**src/rtl/tfifo_pkg.sv**
```systemverilog
package tfifo_pkg;

    localparam int PTR_W = 6;
    localparam int CNT_W = PTR_W + 1;
    localparam logic [15:0] CFG_KEEP = 16'hBFBF;
    localparam int RX_CLR_BIT = 14;
    localparam int TX_CLR_BIT = 6;

    typedef enum logic [1:0] {
        FS_EMPTY = 2'd0,
        FS_PART  = 2'd1,
        FS_FULL  = 2'd2
    } fill_state_e;

    typedef struct packed {
        logic rx_ready;
        logic rx_drain;
        logic tx_ready;
        logic tx_drain;
        logic acc_ready;
        logic acc_err;
        logic tx_udf;
        logic rx_ovr;
    } flag_t;

    function automatic logic [1:0] depth_code(input int d);
        case (d)
            8:       return 2'd0;
            16:      return 2'd1;
            32:      return 2'd2;
            default: return 2'd3;
        endcase
    endfunction

endpackage

```
**src/rtl/tfifo_store.sv**
```systemverilog
module tfifo_store
    import tfifo_pkg::*;
#(
    parameter int DEPTH = 16
) (
    input  logic             clk,
    input  logic             rst_n,
    input  logic             flush,
    input  logic             h_push,
    input  logic [7:0]       h_wdata,
    input  logic             e_push,
    input  logic [7:0]       e_wdata,
    input  logic             h_pop,
    input  logic             e_pop,
    output logic             h_push_ok,
    output logic             h_push_rej,
    output logic             e_push_ok,
    output logic             e_push_rej,
    output logic             h_pop_ok,
    output logic             h_pop_rej,
    output logic             e_pop_ok,
    output logic             e_pop_rej,
    output logic [7:0]       head,
    output logic [CNT_W-1:0] cnt,
    output logic [CNT_W-1:0] cnt_nxt,
    output fill_state_e      state
);

    localparam int AW = $clog2(DEPTH);
    localparam logic [CNT_W-1:0] FULL_CNT = CNT_W'(DEPTH);

    logic [7:0]       mem [DEPTH];
    logic [PTR_W-1:0] wr_ptr, rd_ptr;
    fill_state_e      state_nxt;
    logic             any_push, any_pop, push_ok, pop_ok;
    logic [7:0]       wbyte;

    // acceptance decided by fill state
    always_comb begin
        any_push = h_push | e_push;
        any_pop  = h_pop | e_pop;
        push_ok  = 1'b0;
        pop_ok   = 1'b0;
        unique case (state)
            FS_EMPTY: begin
                push_ok = any_push;
                pop_ok  = 1'b0;
            end
            FS_PART: begin
                push_ok = any_push;
                pop_ok  = any_pop;
            end
            FS_FULL: begin
                pop_ok  = any_pop;
                push_ok = any_push & any_pop;
            end
            default: begin
                push_ok = 1'b0;
                pop_ok  = 1'b0;
            end
        endcase
        if (flush) begin
            push_ok = 1'b0;
            pop_ok  = 1'b0;
        end
    end

    assign h_push_ok  = push_ok & h_push;
    assign e_push_ok  = push_ok & e_push & ~h_push;
    assign h_push_rej = h_push & ~push_ok & ~flush;
    assign e_push_rej = e_push & ~h_push & ~push_ok & ~flush;
    assign h_pop_ok   = pop_ok & h_pop;
    assign e_pop_ok   = pop_ok & e_pop & ~h_pop;
    assign h_pop_rej  = h_pop & ~pop_ok & ~flush;
    assign e_pop_rej  = e_pop & ~h_pop & ~pop_ok & ~flush;

    assign wbyte = h_push ? h_wdata : e_wdata;
    assign head  = mem[rd_ptr[AW-1:0]];

    // next occupancy and named transitions
    always_comb begin
        cnt_nxt   = flush ? '0 : cnt + CNT_W'(push_ok) - CNT_W'(pop_ok);
        state_nxt = state;
        unique case (state)
            FS_EMPTY: if (push_ok) state_nxt = FS_PART;
            FS_PART: begin
                if (cnt_nxt == '0)           state_nxt = FS_EMPTY;
                else if (cnt_nxt == FULL_CNT) state_nxt = FS_FULL;
            end
            FS_FULL:  if (pop_ok && !push_ok) state_nxt = FS_PART;
            default:  state_nxt = FS_EMPTY;
        endcase
        if (flush) state_nxt = FS_EMPTY;
    end

    always_ff @(posedge clk) begin
        if (!rst_n) begin
            state  <= FS_EMPTY;
            cnt    <= '0;
            wr_ptr <= '0;
            rd_ptr <= '0;
        end else begin
            state <= state_nxt;
            cnt   <= cnt_nxt;
            if (flush) begin
                rd_ptr <= wr_ptr;
            end else begin
                if (push_ok) wr_ptr <= wr_ptr + 1'b1;
                if (pop_ok)  rd_ptr <= rd_ptr + 1'b1;
            end
        end
    end

    always_ff @(posedge clk) begin
        if (push_ok) mem[wr_ptr[AW-1:0]] <= wbyte;
    end

endmodule

```
**src/rtl/tfifo_flags.sv**
```systemverilog
module tfifo_flags
    import tfifo_pkg::*;
(
    input  logic             clk,
    input  logic             rst_n,
    input  logic             cfg_we,
    input  logic [15:0]      cfg_wdata,
    input  logic             flush,
    input  logic             h_push_ok,
    input  logic             h_push_rej,
    input  logic             e_push_ok,
    input  logic             e_push_rej,
    input  logic             h_pop_ok,
    input  logic             h_pop_rej,
    input  logic             e_pop_ok,
    input  logic             e_pop_rej,
    input  logic [CNT_W-1:0] cnt_nxt,
    input  logic [15:0]      xfer_left,
    input  logic [3:0]       ack,
    output logic [15:0]      cfg_q,
    output flag_t            flg
);

    flag_t             nxt;
    logic [CNT_W-1:0]  rth;
    logic [15:0]       tth;
    logic              rx_above, tx_above;

    assign rth      = {1'b0, cfg_q[13:8]};
    assign tth      = {10'd0, cfg_q[5:0]};
    assign rx_above = cnt_nxt > rth;
    assign tx_above = xfer_left > tth;

    always_comb begin
        nxt = flg;
        // receive side
        if (flush) begin
            nxt.rx_ready = 1'b0;
            nxt.rx_drain = 1'b0;
        end else if (h_pop_ok) begin
            if (cnt_nxt == '0) begin
                nxt.rx_ready = 1'b0;
                nxt.rx_drain = 1'b0;
            end else if (!rx_above) begin
                nxt.rx_ready = 1'b0;
                nxt.rx_drain = 1'b1;
            end
        end else if (e_push_ok) begin
            nxt.rx_ready = rx_above;
            nxt.rx_drain = ~rx_above;
        end
        // host emptied the queue
        if (h_pop_ok && cnt_nxt == '0) nxt.acc_ready = 1'b1;
        else if (ack[0])               nxt.acc_ready = 1'b0;
        // host access error
        if (h_pop_rej || h_push_rej)                 nxt.acc_err = 1'b1;
        else if (h_pop_ok || h_push_ok || ack[1])    nxt.acc_err = 1'b0;
        // transmit underflow
        if (h_push_ok || h_push_rej) nxt.tx_udf = 1'b0;
        else if (e_pop_rej)          nxt.tx_udf = 1'b1;
        else if (ack[2])             nxt.tx_udf = 1'b0;
        // receive overrun
        if (h_pop_ok || h_pop_rej) nxt.rx_ovr = 1'b0;
        else if (e_push_rej)       nxt.rx_ovr = 1'b1;
        else if (ack[3])           nxt.rx_ovr = 1'b0;
        // transmit refill request
        if (h_push_ok || h_push_rej) begin
            nxt.tx_ready = 1'b0;
            nxt.tx_drain = 1'b0;
        end else if (e_pop_ok && cnt_nxt == '0 && xfer_left != 16'd0) begin
            nxt.tx_ready = tx_above;
            nxt.tx_drain = ~tx_above;
        end
    end

    always_ff @(posedge clk) begin
        if (!rst_n) begin
            flg   <= '0;
            cfg_q <= '0;
        end else begin
            flg <= nxt;
            if (cfg_we) cfg_q <= cfg_wdata & CFG_KEEP;
        end
    end

endmodule

```
**src/rtl/tfifo_stat.sv**
```systemverilog
module tfifo_stat
    import tfifo_pkg::*;
#(
    parameter int DEPTH = 16
) (
    input  logic [PTR_W-1:0] occ,
    input  logic [5:0]       left,
    output logic [15:0]      word
);

    localparam logic [1:0] DCODE = depth_code(DEPTH);

    assign word = {DCODE, occ, 2'b00, left};

endmodule

```
**src/rtl/tfifo_thresh.sv**
```systemverilog
module tfifo_thresh
    import tfifo_pkg::*;
#(
    parameter int DEPTH = 16
) (
    input  logic        clk,
    input  logic        rst_n,
    input  logic        cfg_we,
    input  logic [15:0] cfg_wdata,
    output logic [15:0] cfg_q,
    input  logic        host_push,
    input  logic [7:0]  host_wdata,
    input  logic        host_pop,
    output logic [7:0]  host_rdata,
    input  logic        eng_push,
    input  logic [7:0]  eng_wdata,
    input  logic        eng_pop,
    output logic [7:0]  eng_rdata,
    input  logic [15:0] xfer_left,
    input  logic [3:0]  flag_ack,
    output logic        rx_ready,
    output logic        rx_drain,
    output logic        tx_ready,
    output logic        tx_drain,
    output logic        acc_ready,
    output logic        acc_err,
    output logic        tx_udf,
    output logic        rx_ovr,
    output logic [15:0] buf_status
);

    logic             flush;
    logic             h_push_ok, h_push_rej, e_push_ok, e_push_rej;
    logic             h_pop_ok, h_pop_rej, e_pop_ok, e_pop_rej;
    logic [7:0]       head;
    logic [CNT_W-1:0] cnt, cnt_nxt;
    fill_state_e      state;
    flag_t            flg;

    assign flush = cfg_we & (cfg_wdata[RX_CLR_BIT] | cfg_wdata[TX_CLR_BIT]);

    tfifo_store #(.DEPTH(DEPTH)) u_store (
        .clk(clk), .rst_n(rst_n), .flush(flush),
        .h_push(host_push), .h_wdata(host_wdata),
        .e_push(eng_push), .e_wdata(eng_wdata),
        .h_pop(host_pop), .e_pop(eng_pop),
        .h_push_ok(h_push_ok), .h_push_rej(h_push_rej),
        .e_push_ok(e_push_ok), .e_push_rej(e_push_rej),
        .h_pop_ok(h_pop_ok), .h_pop_rej(h_pop_rej),
        .e_pop_ok(e_pop_ok), .e_pop_rej(e_pop_rej),
        .head(head), .cnt(cnt), .cnt_nxt(cnt_nxt), .state(state)
    );

    tfifo_flags u_flags (
        .clk(clk), .rst_n(rst_n), .cfg_we(cfg_we), .cfg_wdata(cfg_wdata),
        .flush(flush),
        .h_push_ok(h_push_ok), .h_push_rej(h_push_rej),
        .e_push_ok(e_push_ok), .e_push_rej(e_push_rej),
        .h_pop_ok(h_pop_ok), .h_pop_rej(h_pop_rej),
        .e_pop_ok(e_pop_ok), .e_pop_rej(e_pop_rej),
        .cnt_nxt(cnt_nxt), .xfer_left(xfer_left), .ack(flag_ack),
        .cfg_q(cfg_q), .flg(flg)
    );

    tfifo_stat #(.DEPTH(DEPTH)) u_stat (
        .occ(cnt[PTR_W-1:0]), .left(xfer_left[5:0]), .word(buf_status)
    );

    always_ff @(posedge clk) begin
        if (!rst_n)         host_rdata <= 8'd0;
        else if (h_pop_ok)  host_rdata <= head;
        else if (h_pop_rej) host_rdata <= 8'd0;
    end

    assign eng_rdata = head;
    assign rx_ready  = flg.rx_ready;
    assign rx_drain  = flg.rx_drain;
    assign tx_ready  = flg.tx_ready;
    assign tx_drain  = flg.tx_drain;
    assign acc_ready = flg.acc_ready;
    assign acc_err   = flg.acc_err;
    assign tx_udf    = flg.tx_udf;
    assign rx_ovr    = flg.rx_ovr;

endmodule

```
**config.mk**
```make
export PLATFORM = sky130hd
export DESIGN_NAME = tfifo_thresh
export DESIGN_NICKNAME = d
export VERILOG_FILES = /design/src/rtl/tfifo_pkg.sv /design/src/rtl/tfifo_store.sv /design/src/rtl/tfifo_flags.sv /design/src/rtl/tfifo_stat.sv /design/src/rtl/tfifo_thresh.sv
export SDC_FILE = /design/constraint.sdc
export NUM_CORES = 1
export LEC_CHECK = 0
export BUFFER_PORTS_ARGS = -buffer_cell sky130_fd_sc_hd__clkbuf_2
export CAP_MARGIN = 20
export CORE_AREA = 2 2 117 119
export CTS_BUF_LIST = sky130_fd_sc_hd__clkbuf_8 sky130_fd_sc_hd__clkbuf_16
export CTS_CLUSTER_DIAMETER = 150
export DETAILED_ROUTE_END_ITERATION = 8
export DIE_AREA = 0 0 119 121
export PLACE_DENSITY = 0.83
export SLEW_MARGIN = 10
export SYNTH_ARGS = -nofsm -noshare
export SYNTH_HDL_FRONTEND = slang
export SYNTH_SLANG_ARGS = --single-unit
```
**constraint.sdc**
```tcl
create_clock -name clk -period 10.6 [get_ports clk]
set_input_delay 0.53 -clock clk [delete_from_list [all_inputs] [get_ports clk]]
set_output_delay 0.53 -clock clk [all_outputs]
set_load 0.01 [all_outputs]
```
[Word level (Yosys, flattened, before mapping)]
Memory sizes are Yosys's and may differ from the RTL's. A register that Yosys moved wholly into a read port is not among the register bits.
Index checks and enable logic that the tools add are counted.
Operators by class
  add/sub/neg operators: 4
  order comparisons: 2
  equality and inequality tests: 7
  mux-type cells: 31
  bitwise gates (word level): 29
  reduce and logical (&&, ||, !) cells: 28
Operators by type and width (count)
  $mux W8: 3
  $and A1 B1 Y1: 18
  $gt A16 B6 Y1: 1
  $mux W2: 8
  $reduce_bool A16 Y1: 1
  $reduce_bool A2 Y1: 7
  $mux W1: 13
  $add A6 B1 Y6 const B: 2
  $mux W6: 2
  $reduce_or A2 Y1: 5
  $mux W4: 2
  $not A1 Y1: 8
  $add A7 B1 Y7: 1
  $eq A7 B5 Y1 const B: 1
  $gt A7 B6 Y1: 1
  $logic_not A7 Y1: 1
  $mux W7: 1
  $sub A7 B1 Y7: 1
  $pmux W2 S3: 1
  $logic_or A1 B1 Y1: 5
  $logic_and A1 B1 Y1: 4
  $ne A2 B1 Y1 const B: 2
  $reduce_and A2 Y1: 2
  $ne A3 B1 Y1 const B: 1
  other kinds (8): 10
Storage, ports and cells
  bits in registers: 51
  bits in writable memories: 128
  bits of input ports: 59
  output and inout bits: 56
  word-level logic and storage cells: 116
  memories kept: 1
Memories
  u_store.mem: words 16, bits a word 8, rd ports 1, clocked after Yosys merged registers in 1, write ports 1, RTL line tfifo_store.sv:32  | logic [7:0] mem [DEPTH];

[Longest topological paths before layout]
  depth after elaboration: 11
  depth in mapped cells: 19
  depth with buffers taken out: 19

[Modules after synthesis]
Synthesis repeated with hierarchy kept, for this count alone.
Unflattened totals
  cells, all modules: 557
  area total of the unflattened synthesis: 8115.3 µm²
Modules (own cells, without submodules)
  tfifo_store: instances 1, cells each 363, area each 6319.8 µm², seq. area each 4264.1 µm²
  tfifo_flags: instances 1, cells each 140, area each 1277.5 µm², seq. area each 440.4 µm²
  tfifo_thresh: instances 1, cells each 36, area each 390.4 µm², seq. area each 160.2 µm²
  tfifo_stat: instances 1, cells each 18, area each 127.6 µm², seq. area each 0.0 µm²

[Worst setup path before layout]
Ideal clock, no wire load.
  kind: in2reg
  start point: in cfg_we
  end point: reg, netlist name u_flags.flg[6]
  setup time: 0.086 ns
  arrival time: 3.726 ns
  required time: 10.514 ns
  setup slack: 6.789 ns
  stages on the path: 18
  path buffers: 1
  cells stage by stage: clkbuf_1 > o21ai_2 > nand2_1 > inv_1 > ha_1 > inv_1 > ha_1 > fa_1 > a21o_1 > a21oi_1 > xor2_1 > nor2_1 > ha_1 > nand3_1 > o22a_1 > a22oi_1 > o21ai_0 > a211oi_1
Between the ends
  cells in the longest elaborated chain, start to end: 9
  elaborated cells between the ends (all ways): 19
  classes of those cells: add/sub: 2; order compare: 1; eq/ne: 1; mux: 6; bitwise: 5; reduce/logical: 4
Ends and longest elaborated chain
  start, declared: RTL line tfifo_thresh.sv:8  | input logic cfg_we,
  $and A1 B1 Y1 (*): RTL line tfifo_thresh.sv:40  | assign flush = cfg_we & (cfg_wdata[RX_CLR_BIT] | cfg_wdata[TX_CLR_BIT]);
  $mux W1: RTL line tfifo_store.sv:62  | if (flush) begin
  $add A7 B1 Y7: RTL line tfifo_store.sv:82  | cnt_nxt = flush ? '0 : cnt + CNT_W'(push_ok) - CNT_W'(pop_ok);
  $sub A7 B1 Y7: RTL line tfifo_store.sv:82
  $mux W7 (*): RTL line tfifo_store.sv:82
  named net cnt_nxt[4]: RTL line tfifo_thresh.sv:36  | logic [CNT_W-1:0] cnt, cnt_nxt;
  $gt A7 B6 Y1: RTL line tfifo_flags.sv:31  | assign rx_above = cnt_nxt > rth;
  $not A1 Y1: RTL line tfifo_flags.sv:50  | nxt.rx_drain = ~rx_above;
  $mux W2: RTL line tfifo_flags.sv:48  | end else if (e_push_ok) begin
  $mux W2: RTL line tfifo_flags.sv:40  | end else if (h_pop_ok) begin
The timed path passes the listed nets; every way through them passes the cells marked *. The select of a mux whose other input is x is not followed.
A chain may end at the register's enable or synchronous reset.

[Worst setup path in the final report]
  start point: reg u_store.state[0]
  end point: reg, netlist name u_flags.flg[6]
Between the ends
  cells in the longest elaborated chain, start to end: 11
  elaborated cells between the ends (all ways): 24
  classes of those cells: add/sub: 2; order compare: 1; eq/ne: 3; mux: 8; bitwise: 4; reduce/logical: 6
Ends and longest elaborated chain
  start, declared: RTL line tfifo_store.sv:26  | output fill_state_e state
  start signal, assigned: RTL line tfifo_store.sv:103  | state <= state_nxt;
  $eq A2 B1 Y1 / $logic_not A2 Y1 (equally long branches): RTL line tfifo_store.sv:44  | unique case (state)
  $reduce_or A2 Y1 (no source line)
  $pmux W1 S2: RTL line tfifo_store.sv:44
  $mux W1: RTL line tfifo_store.sv:62
  $add A7 B1 Y7: RTL line tfifo_store.sv:82
  $sub A7 B1 Y7 (*): RTL line tfifo_store.sv:82
  $mux W7 (*): RTL line tfifo_store.sv:82
  named net cnt_nxt[4]: RTL line tfifo_thresh.sv:36
  $gt A7 B6 Y1: RTL line tfifo_flags.sv:31
  $not A1 Y1: RTL line tfifo_flags.sv:50
  $mux W2: RTL line tfifo_flags.sv:48
  $mux W2: RTL line tfifo_flags.sv:40
Marks and branches as above.

==> metrics.log <==
INFO  metric max_clock_freq = 231 MHz
INFO  metric routed_wirelength = 17.1 mm
INFO  metric grt_pass1_vias = just under 5,000
INFO  metric synth_top_family_by_area = multiplexers
INFO  metric insertion_delay = 0.43 ns
INFO  metric io_buffer_count = between 100 and 150
INFO  metric instances_no_fill = between 800 and 900
INFO  metric synth.lib_cells_used.distinct = 53
INFO  metric timing.max_slew.rel_slack = approximately 30%
INFO  metric die_width = between 100 and 150 um
INFO  metric cts_root_buf = clkbuf_16
INFO  metric worst_r2r_endpoint = u_flags.flg[6]
INFO  metric run_status = finished, final reports clean
INFO  metric final_net_count = a little over 700
INFO  metric cts_made_buffers = 17
INFO  metric netlist.area_leader.share = between 40% and 50%
INFO  metric setup_tns = 0 ns
INFO  metric synth_fa_ha_area_share = 4.71%
INFO  metric synth-warning-count = 0
INFO  metric synth_enable_flop_cells = between 100 and 150
INFO  metric global_route.usage.total = 25.3%
INFO  metric synth_compound_area_share = under 10%
INFO  metric hpwl_detailed = ~12 mm
INFO  metric final_number_of_max_transition_violations = 0
INFO  metric htree_levels = 4
INFO  metric via_count = 4,896
INFO  metric syn-cell-area = about 7900 um^2
INFO  metric reg2reg_slack = roughly 6.3 ns
INFO  metric rows = 42
INFO  metric met1Wirelength = 6.84 mm
INFO  metric cts_post_setup_buffers_inserted = 0
INFO  metric grt_setup_unrepaired = false
INFO  metric cts.repair.resized = 0
INFO  metric power_density = a little over 200 nW/um^2
INFO  metric filler_cell_count = between 800 and 900
INFO  metric route.detailed.wl_per_inst = between 20 and 25 um
INFO  metric detail_route.vias_per_cell = approximately 5.9
INFO  metric minimum_period_implied_by_the_final_worst_setup_slack = ~4.3 ns
INFO  metric worst_ep_arrival_time = around 4.7 ns
INFO  metric ant_nets = 0
INFO  metric timing.max_cap.violations = 0
INFO  metric clk_pin_slew_worst_paths = around 0.06 ns
INFO  metric die_area = about 14,000 um^2
INFO  metric synth_most_common_cell = edfxtp_1
INFO  metric hold_path.class = primary input to register
INFO  metric area_growth = 14.0%
INFO  metric clock-sinks = 179
INFO  metric gp_congestion = roughly 0.96
INFO  metric worst_setup_path_start_kind = register
INFO  metric synth_xor_xnor_area_share = ~1.2%
INFO  metric area_of_the_placeable_core = around 13,000 um^2
INFO  metric ys_top_cells_by_count = edfxtp_1, nor2_1, dfxtp_1, mux4_2, inv_1
INFO  metric muxShareOfSynthArea = 14.8%
INFO  metric remaining_drc_errors = 0
INFO  metric max_slew.worst_pin.slew = 1.04 ns
INFO  metric num_io_pins = 115
INFO  metric whs = 0.348 ns
INFO  metric grt_remaining_overflow = 0
INFO  metric met3_routed_wl = around 1.3 mm
INFO  metric largest_net_degree_at_the_start_of_global_routing = 33
INFO  metric path_max_fanout = 6
INFO  metric grt_antenna_before_repair = 0
INFO  metric holdPathStages = 3
INFO  metric synth_cells = between 500 and 600
INFO  metric synthSimpleGateAreaFrac = about 7.2%
INFO  metric firstDrtPassIters = 5
INFO  metric synthDominantAreaCellType = edfxtp_1
INFO  metric synth.top_cells.by_area = edfxtp_1, dfxtp_1, mux4_2
INFO  metric worst_hold_path.endpoint = u_flags.cfg_q[1]
INFO  metric vdd_drop_max = 0.000160 V
INFO  metric static-leakage-power = roughly 3.4 nW
INFO  metric yosys_register_bits = approximately 180
INFO  metric syn-mean-instance-area = around 14 um^2
INFO  metric top_layer_used = met4
INFO  metric cts_tree = built
INFO  metric antenna-diode-count = 0
INFO  metric detail_route.iter0.violations = between 500 and 600
INFO  metric grt_pass1_wl = 26.6 mm
INFO  metric synthArstFlopShare = 0%
INFO  metric worstSetupPathType = register to register
INFO  metric crit-reg2reg-launch = u_store.state[0]
INFO  metric die_height = around 120 um
INFO  metric ys_dominant_reg_cell = edfxtp_1
INFO  metric crit_path_end_kind = register
INFO  metric final-setup-viol-count = 0
INFO  metric min_from = cfg_wdata[1]
INFO  metric fin_crit_share = 40.8%
INFO  metric timing.critical_path.required = approximately 11 ns
INFO  metric fin_skew = 0.00436 ns
INFO  metric dp.cells = between 700 and 800
INFO  metric initial_utilization = approximately three fifths
INFO  metric length_of_routed_met2_wiring = 8.65 mm
INFO  metric cts_buffer_depth = 2
INFO  metric ys_seq_area_share = 61.8%
INFO  metric finalHoldViolCount = 0
INFO  metric final_layout_size_suffix_gt1_share = between 30 and 40%
INFO  metric worst-r2r-cell-count = 19
INFO  metric holdBufCountCts = 0
placed cells by master, fill, tap and decap left out, types with 5 or more instances in the layout:
cell / instances
xnor2_1: 5
edfxtp_1: 128
clkinv_1: 5
mux2i_1: 16
clkbuf_2: 108
mux2_2: 9
and3_1: 5
a21oi_1: 8
nand2_1: 22
inv_1: 35
xor2_1: 6
mux4_2: 40
clkbuf_16: 17
a22oi_1: 10
nand3_1: 6
conb_1: 6
nor2_1: 57
nor2b_1: 8
ha_1: 28
o21ai_0: 8
a211oi_1: 5
dfxtp_1: 49
o21a_1: 5
sequential cells by signal (all words and copies together), names as in the netlist, named ones only:
register,count
u_flags.cfg_q,14
u_store.state,2
u_store.mem,128
u_store.cnt,7
u_flags.flg,8
u_store.rd_ptr,4
host_rdata,8
u_store.wr_ptr,4
layer usage:
layer  vias to the layer above  track usage (%)
li1                       2220                -
met1                      2419             32.4
met2                       231             42.5
met3                        26             5.03
met4                         0             10.6
met5                         -                0
where the power goes:
group | total (W) | switching (W) | internal (W) | leakage (nW)
combinational | 0.000484 | 0.000270 | 0.000214 | 1.53
sequential | 0.000816 | 0.0000272 | 0.000789 | 1.57
clock | 0.000551 | 0.000255 | 0.000296 | 0.258
how the worst max path moves through the flow:
| stage | to | slack (ns) | depth (start not counted) | start |
|---|---|---|---|---|
| after detailed placement | u_flags.flg[6] | 6.11 | 19 | cfg_we |
| after global routing | u_flags.flg[6] | 5.98 | 19 | u_store.state[0] |
| after CTS | u_flags.flg[6] | 6.33 | 19 | u_store.state[0] |
| after global placement | u_flags.flg[6] | 6.39 | 19 | cfg_we |
| final | u_flags.flg[6] | 6.27 | 19 | u_store.state[0] |
| after floorplan | u_flags.flg[6] | 6.79 | 18 | cfg_we |
stage by stage:
step	setup slack, ns	total power [W]	utilization (%)	area (um^2)
2_1_floorplan	6.79	0.00119	-	7880
3_3_place_gp	6.39	0.00128	64.6	8450
3_5_place_dp	6.11	0.00131	64.6	8450
4_1_cts	6.33	0.00186	68.6	8970
5_1_grt	5.98	0.00193	68.6	8970
6_report	6.27	0.00185	68.6	8970
critical path: stages (launching register included):
cell and delay (ns):
dfxtp_1 0.37, inv_1 0.09, ha_1 0.38, o21a_1 0.20, nand2_1 0.14, inv_1 0.06, ha_1 0.26, inv_1 0.04
ha_1 0.20, fa_1 0.41, a21o_1 0.23, a21oi_1 0.18, xor2_1 0.29, nor2_1 0.14, ha_1 0.33, nand3_1 0.09
o22a_1 0.20, a22oi_1 0.21, o21ai_0 0.13, a211oi_1 0.28
logic make-up (layout without fill, tap and decap cells):
group / after synthesis / after routing
buffers and inverters: 74 / 176
xor gates and xnor gates: 11 / 11
adders and majority gates: 29 / 29
muxes: 65 / 65
AOI/OAI and AO/OA: 61 / 61
other: 2 / 6
DFF: 179 / 179
and+or+nand+nor: 123 / 123
area by class of cell:
type,count,area [um^2],area share (%)
Clock inverter,15,91.3,1.02
Sequential cell,179,4870,54.3
Timing Repair Buffer,110,556,6.19
Tap cell,176,220,2.46
Inverter,34,128,1.42
Clock buffer,17,425,4.74
Multi-Input combinational cell,295,2680,29.9
Note: power is estimated with default switching activity, not from simulation.
